==> src/rtl/tmo_pkg.sv <==
package tmo_pkg;
    localparam int REG_W  = 16;
    localparam int BYTE_W = 8;
    localparam int IDX_W  = 3;

    typedef enum logic {
        OUT_TOGGLE  = 1'b0,
        OUT_COMBINE = 1'b1
    } out_mode_e;

    typedef enum logic {
        TGT_MODE  = 1'b0,
        TGT_LEVEL = 1'b1
    } wr_tgt_e;

    typedef struct packed {
        logic lvl;
    } chan_st_t;
endpackage

==> src/rtl/tmo_mode_reg.sv <==
module tmo_mode_reg
    import tmo_pkg::*;
#(
    parameter int NCH = 8
) (
    input  logic             clk,
    input  logic             rst_n,
    input  logic             wr_en,
    input  logic             wr_byte,
    input  logic [REG_W-1:0] wr_data,
    output logic [NCH-1:0]   mode,
    output logic [REG_W-1:0] rd_data
);
    typedef struct packed {
        logic [NCH-1:0] bits;
    } mode_st_t;

    mode_st_t         st_d, st_q;
    logic [REG_W-1:0] img;
    logic             unused_img;

    // Byte access keeps the upper byte, which is reserved and held at zero.
    always_comb begin
        img  = wr_byte ? {{(REG_W-BYTE_W){1'b0}}, wr_data[BYTE_W-1:0]} : wr_data;
        st_d = st_q;
        if (wr_en) begin
            st_d.bits = img[NCH-1:0];
        end
    end

    assign unused_img = ^img[REG_W-1:NCH];

    always_ff @(posedge clk or negedge rst_n) begin
        if (!rst_n) begin
            st_q <= '0;
        end else begin
            st_q <= st_d;
        end
    end

    assign mode    = st_q.bits;
    assign rd_data = {{(REG_W-NCH){1'b0}}, st_q.bits};

    AST_MODE_LOAD: assert property (@(posedge clk) disable iff (!rst_n)
        wr_en |=> rd_data[NCH-1:0] == $past(wr_data[NCH-1:0]));
    AST_MODE_HOLD: assert property (@(posedge clk) disable iff (!rst_n)
        !wr_en |=> $stable(rd_data));
endmodule

==> src/rtl/tmo_channel.sv <==
module tmo_channel
    import tmo_pkg::*;
(
    input  logic clk,
    input  logic rst_n,
    input  logic oe,
    input  logic mode,
    input  logic evt_own,
    input  logic evt_master,
    input  logic lvl_wr,
    input  logic lvl_wdata,
    output logic lvl
);
    chan_st_t st_d, st_q;

    always_comb begin
        st_d = st_q;
        if (oe) begin
            if (out_mode_e'(mode) == OUT_COMBINE) begin
                // Own event (clear) outranks the master event (set).
                if (evt_own) begin
                    st_d.lvl = 1'b0;
                end else if (evt_master) begin
                    st_d.lvl = 1'b1;
                end
            end else if (evt_own) begin
                st_d.lvl = ~st_q.lvl;
            end
        end else if (lvl_wr) begin
            st_d.lvl = lvl_wdata;
        end
    end

    always_ff @(posedge clk or negedge rst_n) begin
        if (!rst_n) begin
            st_q <= '0;
        end else begin
            st_q <= st_d;
        end
    end

    assign lvl = st_q.lvl;

    AST_TOGGLE_FLIP: assert property (@(posedge clk) disable iff (!rst_n)
        (oe && !mode && evt_own) |=> lvl != $past(lvl));
    AST_COMB_SET: assert property (@(posedge clk) disable iff (!rst_n)
        (oe && mode && evt_master && !evt_own) |=> lvl);
    AST_COMB_CLR: assert property (@(posedge clk) disable iff (!rst_n)
        (oe && mode && evt_own) |=> !lvl);
    AST_OE_FREEZE: assert property (@(posedge clk) disable iff (!rst_n)
        (!oe && !lvl_wr) |=> lvl == $past(lvl));
    AST_LVL_PRESET: assert property (@(posedge clk) disable iff (!rst_n)
        (!oe && lvl_wr) |=> lvl == $past(lvl_wdata));
endmodule

==> src/rtl/tmr_out_ctrl.sv <==
module tmr_out_ctrl
    import tmo_pkg::*;
#(
    parameter int NCH = 8
) (
    input  logic                 clk,
    input  logic                 rst_n,
    input  logic                 bus_wr,
    input  logic                 bus_tgt,
    input  logic                 bus_byte,
    input  logic [15:0]          bus_wdata,
    output logic [15:0]          mode_rdata,
    input  logic [NCH-1:0]       tmr_evt,
    input  logic [NCH-1:0]       out_en,
    input  logic [NCH*3-1:0]     mst_sel,
    output logic [NCH-1:0]       out_lvl
);
    localparam int NSLOT = 1 << IDX_W;

    logic [NCH-1:0]   mode;
    logic [NCH-1:0]   mst_evt;
    logic [NSLOT-1:0] evt_pad;
    logic             mode_wr;
    logic             lvl_wr;
    logic             unused_sel;

    assign mode_wr    = bus_wr && (wr_tgt_e'(bus_tgt) == TGT_MODE);
    assign lvl_wr     = bus_wr && (wr_tgt_e'(bus_tgt) == TGT_LEVEL);
    assign evt_pad    = NSLOT'(tmr_evt);
    assign unused_sel = ^mst_sel[IDX_W-1:0];

    tmo_mode_reg #(.NCH(NCH)) u_mode (
        .clk     (clk),
        .rst_n   (rst_n),
        .wr_en   (mode_wr),
        .wr_byte (bus_byte),
        .wr_data (bus_wdata),
        .mode    (mode),
        .rd_data (mode_rdata)
    );

    for (genvar q = 0; q < NCH; q++) begin : g_ch
        // channel 0 never has a master.
        if (q == 0) begin : g_nomst
            assign mst_evt[q] = 1'b0;
        end else begin : g_mst
            assign mst_evt[q] = evt_pad[mst_sel[q*IDX_W +: IDX_W]];
        end

        tmo_channel u_ch (
            .clk        (clk),
            .rst_n      (rst_n),
            .oe         (out_en[q]),
            .mode       (mode[q]),
            .evt_own    (tmr_evt[q]),
            .evt_master (mst_evt[q]),
            .lvl_wr     (lvl_wr),
            .lvl_wdata  (bus_wdata[q]),
            .lvl        (out_lvl[q])
        );
    end

    AST_CH0_NO_SET: assert property (@(posedge clk) disable iff (!rst_n)
        (!tmr_evt[0] && out_en[0]) |=> !$rose(out_lvl[0]) || !mode[0]);
endmodule

==> config.mk <==
export PLATFORM = sky130hd
export DESIGN_NAME = tmr_out_ctrl
export DESIGN_NICKNAME = d
export VERILOG_FILES = /design/src/rtl/tmo_pkg.sv /design/src/rtl/tmo_mode_reg.sv /design/src/rtl/tmo_channel.sv /design/src/rtl/tmr_out_ctrl.sv
export SDC_FILE = /design/constraint.sdc
export NUM_CORES = 1
export LEC_CHECK = 0
export CAP_MARGIN = 15
export CELL_PAD_IN_SITES_DETAIL_PLACEMENT = 1
export CELL_PAD_IN_SITES_GLOBAL_PLACEMENT = 2
export CORE_MARGIN = 1
export CORE_UTILIZATION = 20
export CTS_BUF_LIST = sky130_fd_sc_hd__clkbuf_8
export DETAILED_ROUTE_END_ITERATION = 16
export GPL_TIMING_DRIVEN = 0
export PLACE_DENSITY_LB_ADDON = 0.2
export SLEW_MARGIN = 20
export SYNTH_ARGS = -nofsm -noshare
export SYNTH_HDL_FRONTEND = slang
export SYNTH_SLANG_ARGS = --single-unit
==> constraint.sdc <==
create_clock -name clk -period 1.15 [get_ports clk]
set_clock_uncertainty 0.2 [all_clocks]
set_input_delay 0.345 -clock clk [delete_from_list [all_inputs] [get_ports clk]]
set_output_delay 0.345 -clock clk [all_outputs]
set_load 0.005 [all_outputs]
==> results of run 1 <==
==> critical path: stages <==
cell and delay (ns):
clkbuf_16 0.13, mux4_2 0.45, or4b_1 0.47, a31oi_1 0.18
a21oi_1 0.06
==> worst paths after layout <==
| path | endpoint | slack [ns] | depth (start not counted) |
|---|---|---|---|
| max | g_ch[6].u_ch.lvl | -0.56 | 5 |
| min | u_mode.mode[6] | 0.1 | 1 |
| max reg2reg | g_ch[6].u_ch.lvl | -0.17 | 5 |
| min reg2reg | g_ch[3].u_ch.lvl | 0.36 | 1 |
| max in group asynchronous | u_mode.mode[3] | 0.15 | 1 |
| min in group clk | g_ch[0].u_ch.lvl | 0.26 | 3 |
==> routing by layer <==
layer	vias to the layer above	global-route usage [%]	routed length [um]
li1	709	-	-
met1	735	17.1	2300
met2	39	24.8	2640
met3	2	2.12	210
met4	0	3.90	39
met5	-	0	0
==> cells in the final DEF (no fill, tap or decap), types with 6 or more instances in the layout <==
cell,n
buf_2,6
buf_4,25
buf_6,42
clkdlybuf4s50_1,18
conb_1,8
dfrtp_1,16
mux2_4,8
mux2i_1,17
mux4_2,9
nand2_1,8
o21ai_0,6
==> layout make-up <==
cell class	instances	area, um2	area share, %
plain buffers	28	325	12.0
clock buffers	4	55.1	2.03
inverters	1	3.75	0.138
multi-input cells	106	1010	37.3
flip-flops and latches	16	400	14.8
well taps	99	124	4.56
repair buffers	82	795	29.3
==> power groups by stage <==
stage / Combinational (mW) / Clock [mW] / Sequential [mW]
3_5_place_dp: 1.01 / 0 / 0.772
6_report: 1.32 / 0.513 / 0.740
4_1_cts: 1.26 / 0.544 / 0.737
3_3_place_gp: 1.00 / 0 / 0.773
2_1_floorplan: 0.532 / 0 / 0.740
5_1_grt: 1.43 / 0.567 / 0.753
==> through the flow <==
step           util [%]  setup TNS, ns
2_1_floorplan         -          -4.28
3_3_place_gp       32.0         -28.97
3_5_place_dp       32.0         -28.57
4_1_cts            35.7          -6.99
5_1_grt            37.2          -7.50
6_report           37.2          -6.65
==> state kept, by name (all words and copies together), names as in the netlist <==
name and count:
g_ch.u_ch.lvl 8, u_mode.mode 8
==> cells by family (layout without fill, tap and decap cells) <==
family | after synthesis | count (layout) | share of synthesized area (%)
muxes | 39 | 39 | 35.0
buffers and inverters | 30 | 115 | 14.4
and+or+nand+nor | 30 | 30 | 10.4
AOI/OAI and AO/OA | 29 | 29 | 13.5
other | 1 | 8 | 0.247
DFF | 16 | 16 | 26.4
==> what timing repair did <==
action	4_1_cts	5_1_grt
pin swaps	5	6
resized for setup	193	30
endpoints found under the hold margin	0	0
setup endpoints to repair	48	31
setup buffers	14	7
==> results.cfg, run 1 <==
[final_layout]
layout.cells.non_filler = 336
syn2layout_area_growth_pct = 79.0
drive_gt1_share_pct = 50.6
fin_nets = 299
fillers = 854
diodes = 0
design_area_um2 = 2710

[clock_network]
cts.clk_slew.worst_paths_ns = 0.07
clockBufferDepth = 2
htreeDepth = 1
numCtsBuffers = 3
cts_tree = built
clock_sinks = 16
cts-hold-fix-buffers = 0
clkLatencyLatePin_ns = 0.25
cts_root_buffer = clkbuf_8

[critical_path]
path_class = in2reg
worst_setup_path_end_kind = flop
r2r_start = u_mode.mode[6]
required_ns = 1.08
cp.arrival_ns = 1.64
startpoint = tmr_evt[3]
cp-start-kind = primary input
crit_fanout = 7

[global_route]
antenna_found_initial = 0
grt_overflow = 0
grt_pass1_wl_um = 8100
grt_usage_pct = 13.8
grt_start_max_net_pins = 17
grt_pass1_vias = 1572

[yosys]
ys_warn_count = 0
ys_ff_latch = 16
yosysMostFrequentCell = buf_4
synth.area.top_cells = dfrtp_1 (26%), buf_4 (12%), mux2i_1 (11%)
synth_top_area_cell = dfrtp_1
ys_seq_area_share_pct = 26.4
syn-cell-area_um2 = 1520
async_flop_share_pct = 100
synth_commonest_cells = buf_4 (24), mux2i_1 (17), dfrtp_1 (16)
ys_types = 30
synth.avg_cell_area_um2 = 10.5
synth_flop_cell = dfrtp_1
netlist_instances = 145
netlist.area_leader.share_pct = 26.4
synth_edf_count = 0

[power_and_ir_drop]
swShare_pct = 28.0
p_per_area_nw_per_um2 = 948
p_int_mw = 1.85
ir_worst_vdd_mv = 0.286
p_comb_share_pct = 51.3
seq_power_share_pct = 28.8
power.leakage_nw = 1.25
power_mw = 2.57
netSwitchingPower_mw = 0.721
p_clk_share_pct = 19.9

[sta]
fin_crit_sh_pct = 149
worst-slew-pin-transition_ns = 0.817
fmax_mhz = 585
hold_viol = 0
grt_setup_unrepaired = yes
worst_slack_ns = -0.558
max-slew-margin-rel_pct = 45.5
drv_slew = 0
fin_hold_ws_ns = 0.0981
period_needed_ns = 1.71
setup_viol = 23

[min_path]
holdCritPathClass = in2async

[placed_design]
hpwl_um = 3720
postPlaceCellArea_um2 = 2330
place_ws_ns = -1.38
portBuffers = 61
place_congestion = 0.699
dp_cells = 312

[floorplan]
rows = 31
die_area_um2 = 7930
die_h_um = 89.1
die_w_um = 89.1
fp.coreArea_um2 = 7290
start_util_pct = 20.8
io_pins = 85

[route]
vias = 1485
via_per_inst = 4.42
drc_errors = 0
drt_first_pass_iters = 6
post_drt_wl_per_cell_um = 15.5
drt_iter0_markers = 52
wl_um = 5200
postRouteAntennaNets = 0

[outcome]
status = complete, but fails checks
violations = negative setup slack

[run]
max_cap_viol_count = 0
Note: power is estimated with default switching activity, not from simulation.
==> run 2, diff against run 1 <==
--- a/config.mk
+++ b/config.mk
@@ -13,7 +13,9 @@
 export CTS_BUF_LIST = sky130_fd_sc_hd__clkbuf_8
 export DETAILED_ROUTE_END_ITERATION = 16
 export GPL_TIMING_DRIVEN = 0
+export HOLD_SLACK_MARGIN = 0.03
 export PLACE_DENSITY_LB_ADDON = 0.2
+export SETUP_SLACK_MARGIN = 0.4
 export SLEW_MARGIN = 20
 export SYNTH_ARGS = -nofsm -noshare
 export SYNTH_HDL_FRONTEND = slang
==> run 2 against run 1 <==
Effect of this change:
- the run ends with negative hold slack, negative setup slack left
- sequential share of layout area is 0.55 points lower
- global-route usage is 0.52 points higher
- register-to-register slack lost 0.04 ns
- via count rose by 1.8%
- clock power shrank 12%
- hold slack got worse by 0.28 ns
==> results.cfg, run 2 (same netlist as run 1, synthesis figures left out) <==
[critical_path]
worst_setup_path_end_kind = flop
crit_fanout = 2
cp-start-kind = primary input
path_class = in2reg
cp.arrival_ns = 1.67
r2r_setup_slack_ns = -0.21
reg2reg_depth = 6
required_ns = 1.08

[clock_network]
cts.clk_slew.worst_paths_ns = 0.07
clkLatencyLatePin_ns = 0.25
cts_root_buffer = clkbuf_8
clock_sinks = 16
htreeDepth = 1
numCtsBuffers = 3
clockBufferDepth = 2
cts_tree = built

[sta]
fin_hold_ws_ns = -0.186
drv_slew = 0
setup_viol = 25
grt_setup_unrepaired = yes
fin_crit_sh_pct = 151
hold_viol = 16
period_needed_ns = 1.74
fmax_mhz = 575
worst_slack_ns = -0.588

[global_route]
grt_usage_pct = 14.3
grt_overflow = 0
grt_pass1_wl_um = 8400
antenna_found_initial = 0
grt_start_max_net_pins = 17
grt_pass1_vias = 1599

[floorplan]
io_pins = 85
die_h_um = 89.1
die_w_um = 89.1
die_area_um2 = 7930
start_util_pct = 20.8
fp.coreArea_um2 = 7290
rows = 31

[placed_design]
hpwl_um = 3810
place_congestion = 0.710
dp_cells = 312
portBuffers = 61
place_ws_ns = -1.41

[power_and_ir_drop]
ir_worst_vdd_mv = 0.298
netSwitchingPower_mw = 0.757
p_comb_share_pct = 54.6
power_mw = 2.62
swShare_pct = 28.9
p_clk_share_pct = 17.1
p_per_area_nw_per_um2 = 928
p_int_mw = 1.87
power.leakage_nw = 1.31
seq_power_share_pct = 28.3

[final_layout]
drive_gt1_share_pct = 53.1
fin_nets = 308
most-common-layout-cells = buf_6 (50), buf_4 (25), mux2i_1 (17)
diodes = 0
syn2layout_area_growth_pct = 86.5
layout_commonest_cell = buf_6
layout.cells.non_filler = 344

[route]
drc_errors = 0
drt_iter0_markers = 37
wl_um = 5380
post_drt_wl_per_cell_um = 15.7
via_per_inst = 4.39
drt_first_pass_iters = 4
postRouteAntennaNets = 0
vias = 1511

[run]
max_cap_viol_count = 0

[outcome]
violations = negative hold slack, negative setup slack
status = complete, but fails checks

[min_path]
holdCritPathClass = in2async
-- run 2: path summary, 6_finish.rpt --
| check | start | end |
|---|---|---|
| min reg2reg | u_mode.mode[6] | u_mode.mode[6] |
| min | rst_n | u_mode.mode[6] |
| min in group clk | out_en[0] | g_ch[0].u_ch.lvl |
| max reg2reg | u_mode.mode[7] | g_ch[7].u_ch.lvl |
| max | tmr_evt[3] | g_ch[6].u_ch.lvl |
| max in group asynchronous | rst_n | u_mode.mode[3] |
-- run 2: worst max-delay path: stages --
cell and delay [ns]:
clkbuf_16 0.12, mux4_2 0.45, or4b_4 0.52, a31oi_1 0.18
a21oi_1 0.06
-- run 2: repair_timing --
item / in CTS / in global routing
pin swaps: 9 / 9
resized for setup: 194 / 29
buffers inserted: 24 / 5
hold endpoints to repair: 16 / 16
setup endpoints to repair: 48 / 48
-- run 2: routing by layer --
| metal | global-route usage [%] | share of wire (%) |
|---|---|---|
| met2 | 25.6 | 51 |
| met1 | 17.7 | 44 |
| met5 | 0 | 0 |
| met4 | 4.47 | 0.87 |
| met3 | 2.03 | 4.3 |
-- run 2: power by group through the flow --
stage	Sequential (mW)	Combinational, mW	Clock [mW]
2_1_floorplan	0.758	0.588	0
3_3_place_gp	0.789	1.06	0
3_5_place_dp	0.789	1.07	0
4_1_cts	0.738	1.36	0.461
5_1_grt	0.750	1.54	0.477
6_report	0.743	1.43	0.449
-- run 2: final cells by class --
cell class | instances | area [um2]
Buffer | 29 | 328
Clock buffer | 3 | 41.3
Fill cell | 837 | 4460
Inverter | 1 | 3.75
Multi-Input combinational cell | 106 | 1030
Sequential cell | 16 | 402
Tap cell | 99 | 124
Timing Repair Buffer | 90 | 902
-- run 2: per-stage QoR --
step | hold WS [ns] | instance area (um2) | TNS [ns] | util [%]
2_1_floorplan | -0.151 | 1660 | -4.28 | -
3_3_place_gp | 0.351 | 2390 | -28.87 | 32.8
3_5_place_dp | 0.350 | 2390 | -29.24 | 32.8
4_1_cts | -0.0550 | 2710 | -7.46 | 37.2
5_1_grt | -0.145 | 2830 | -8.08 | 38.8
6_report | -0.186 | 2830 | -7.39 | 38.8
==> run 3, diff against run 2 <==
--- a/config.mk
+++ b/config.mk
@@ -5,6 +5,7 @@
 export SDC_FILE = /design/constraint.sdc
 export NUM_CORES = 1
 export LEC_CHECK = 0
+export ABC_CLOCK_PERIOD_IN_PS = 1150
 export CAP_MARGIN = 15
 export CELL_PAD_IN_SITES_DETAIL_PLACEMENT = 1
 export CELL_PAD_IN_SITES_GLOBAL_PLACEMENT = 2
@@ -15,6 +16,7 @@
 export GPL_TIMING_DRIVEN = 0
 export HOLD_SLACK_MARGIN = 0.03
 export PLACE_DENSITY_LB_ADDON = 0.2
+export RECOVER_POWER = 25
 export SETUP_SLACK_MARGIN = 0.4
 export SLEW_MARGIN = 20
 export SYNTH_ARGS = -nofsm -noshare
==> run 3 against run 2 <==
Effect of this change:
- clock power barely moved
- global-route usage unchanged
- sequential share of layout area unchanged
- critical path depth unchanged
- the flow still finishes with violations (negative hold slack, negative setup slack)
- largest power group unchanged
- final area unchanged
- highest routed layer unchanged
==> results.cfg, run 3 (same netlist as run 1, synthesis figures left out) <==
[outcome]
status = complete, but fails checks
violations = negative hold slack, negative setup slack

[route]
postRouteAntennaNets = 0
drc_errors = 0
via_per_inst = 4.39
drt_first_pass_iters = 4
drt_iter0_markers = 37
wl_um = 5380
vias = 1511
post_drt_wl_per_cell_um = 15.6

[placed_design]
place_congestion = 0.710
place_ws_ns = -1.41
hpwl_um = 3810
portBuffers = 61

[run]
max_cap_viol_count = 0

[sta]
period_needed_ns = 1.74
hold_viol = 16
setup_viol = 25
fin_tns_setup_ns = -7.39
fmax_mhz = 575
fin_crit_sh_pct = 151
worst_slack_ns = -0.588
fin_hold_ws_ns = -0.172
drv_slew = 0
grt_setup_unrepaired = yes

[floorplan]
io_pins = 85
die_w_um = 89.1
rows = 31
die_h_um = 89.1
die_area_um2 = 7930
start_util_pct = 20.8
fp.coreArea_um2 = 7290

[clock_network]
clock_sinks = 16
htreeDepth = 1
clkLatencyLatePin_ns = 0.25
cts_root_buffer = clkbuf_8
cts_tree = built
clockBufferDepth = 2
cts.clk_slew.worst_paths_ns = 0.07
numCtsBuffers = 3

[global_route]
use_met2_pct = 25.6
antenna_found_initial = 0
grt_overflow = 0
grt_start_max_net_pins = 17
grt_busiest_layer = met2
grt_pass1_wl_um = 8400
use_met1_pct = 17.7
grt_pass1_vias = 1599
grt_usage_pct = 14.3
grtUsageMet3_pct = 2.03

[power_and_ir_drop]
ir_worst_vdd_mv = 0.298
power.leakage_nw = 1.31
p_per_area_nw_per_um2 = 928

[final_layout]
diodes = 0
most-common-layout-cells = buf_6 (50), buf_4 (25), mux2i_1 (17)
fin_nets = 308
fillers = 837
syn2layout_area_growth_pct = 86.5
drive_gt1_share_pct = 53.1
layout_commonest_cell = buf_6

[critical_path]
cp.arrival_ns = 1.67
crit_fanout = 2
slowest_delay_ns = 0.52
cp_cell_sequence = clkbuf_16 > mux4_2 > or4b_4 > a31oi_1 > a21oi_1
required_ns = 1.08
worst_setup_path_end_kind = flop
path_class = in2reg
cp-start-kind = primary input
cpMaxStageDelayCell = or4b_4

[min_path]
holdCritPathClass = in2async
[run 3: cell types whose count changed in the layout (fill, tap and decap cells not counted)]
cell / before / now
buf_2: 6 / 5
clkbuf_2: 0 / 1
[run 3: path summary, 6_finish.rpt]
kind                                 from                to  slack (ns)  cells past startpoint
min in group clk                out_en[0]  g_ch[0].u_ch.lvl        0.24                      2
hold reg to reg            u_mode.mode[6]    u_mode.mode[6]        0.44                      2
max in group asynchronous           rst_n    u_mode.mode[3]        0.57                      1
hold / removal                      rst_n    u_mode.mode[6]       -0.17                      1
setup / recovery               tmr_evt[3]  g_ch[6].u_ch.lvl       -0.59                      5
setup reg to reg           u_mode.mode[7]  g_ch[7].u_ch.lvl       -0.21                      6
[run 3: metal layers]
layer  routed length [um]  vias up
met3                  233        2
met4                   47        0
met1                 2360      746
li1                     -      725
met2                 2740       38
met5                    0        -
[run 3: worst max-delay path, delay by kind of cell]
family / cells / cell delay [ns]
buf+inv: 1 / 0.12
simple gates: 1 / 0.52
compound gates: 2 / 0.24
mux: 1 / 0.45
[run 3: per-stage QoR]
step / instances / util, % / hold slack [ns] / area (um2) / total power [mW]
floorplan: 152 / - / -0.151 / 1660 / 1.35
detailed placement: 312 / 32.8 / 0.350 / 2390 / 1.86
global placement: 312 / 32.8 / 0.351 / 2390 / 1.85
finish: 344 / 38.8 / -0.172 / 2830 / 2.62
global route: 344 / 38.8 / -0.127 / 2830 / 2.77
CTS: 339 / 37.2 / -0.0550 / 2710 / 2.56
[run 3: area by class of cell]
type	instances	area [um2]	area share, %
Buffer	29	328	11.6
Inverter	1	3.75	0.133
Tap cell	99	124	4.38
Sequential cell	16	402	14.2
Multi-Input combinational cell	106	1030	36.3
Clock buffer	3	41.3	1.46
Timing Repair Buffer	90	902	31.9
[run 3: timing repair]
item	in CTS	in global routing
resized for setup	194	29
endpoints found under the hold margin	16	16
endpoints found under the setup margin	48	48
setup buffers	24	5
pin swaps	9	9
[run 3: report_power, final]
group	internal, mW	leakage [nW]	switching [mW]
clock network	0.233	0.0216	0.216
registers	0.660	0.182	0.0832
logic	0.973	1.11	0.458
total	1.87	1.31	0.757
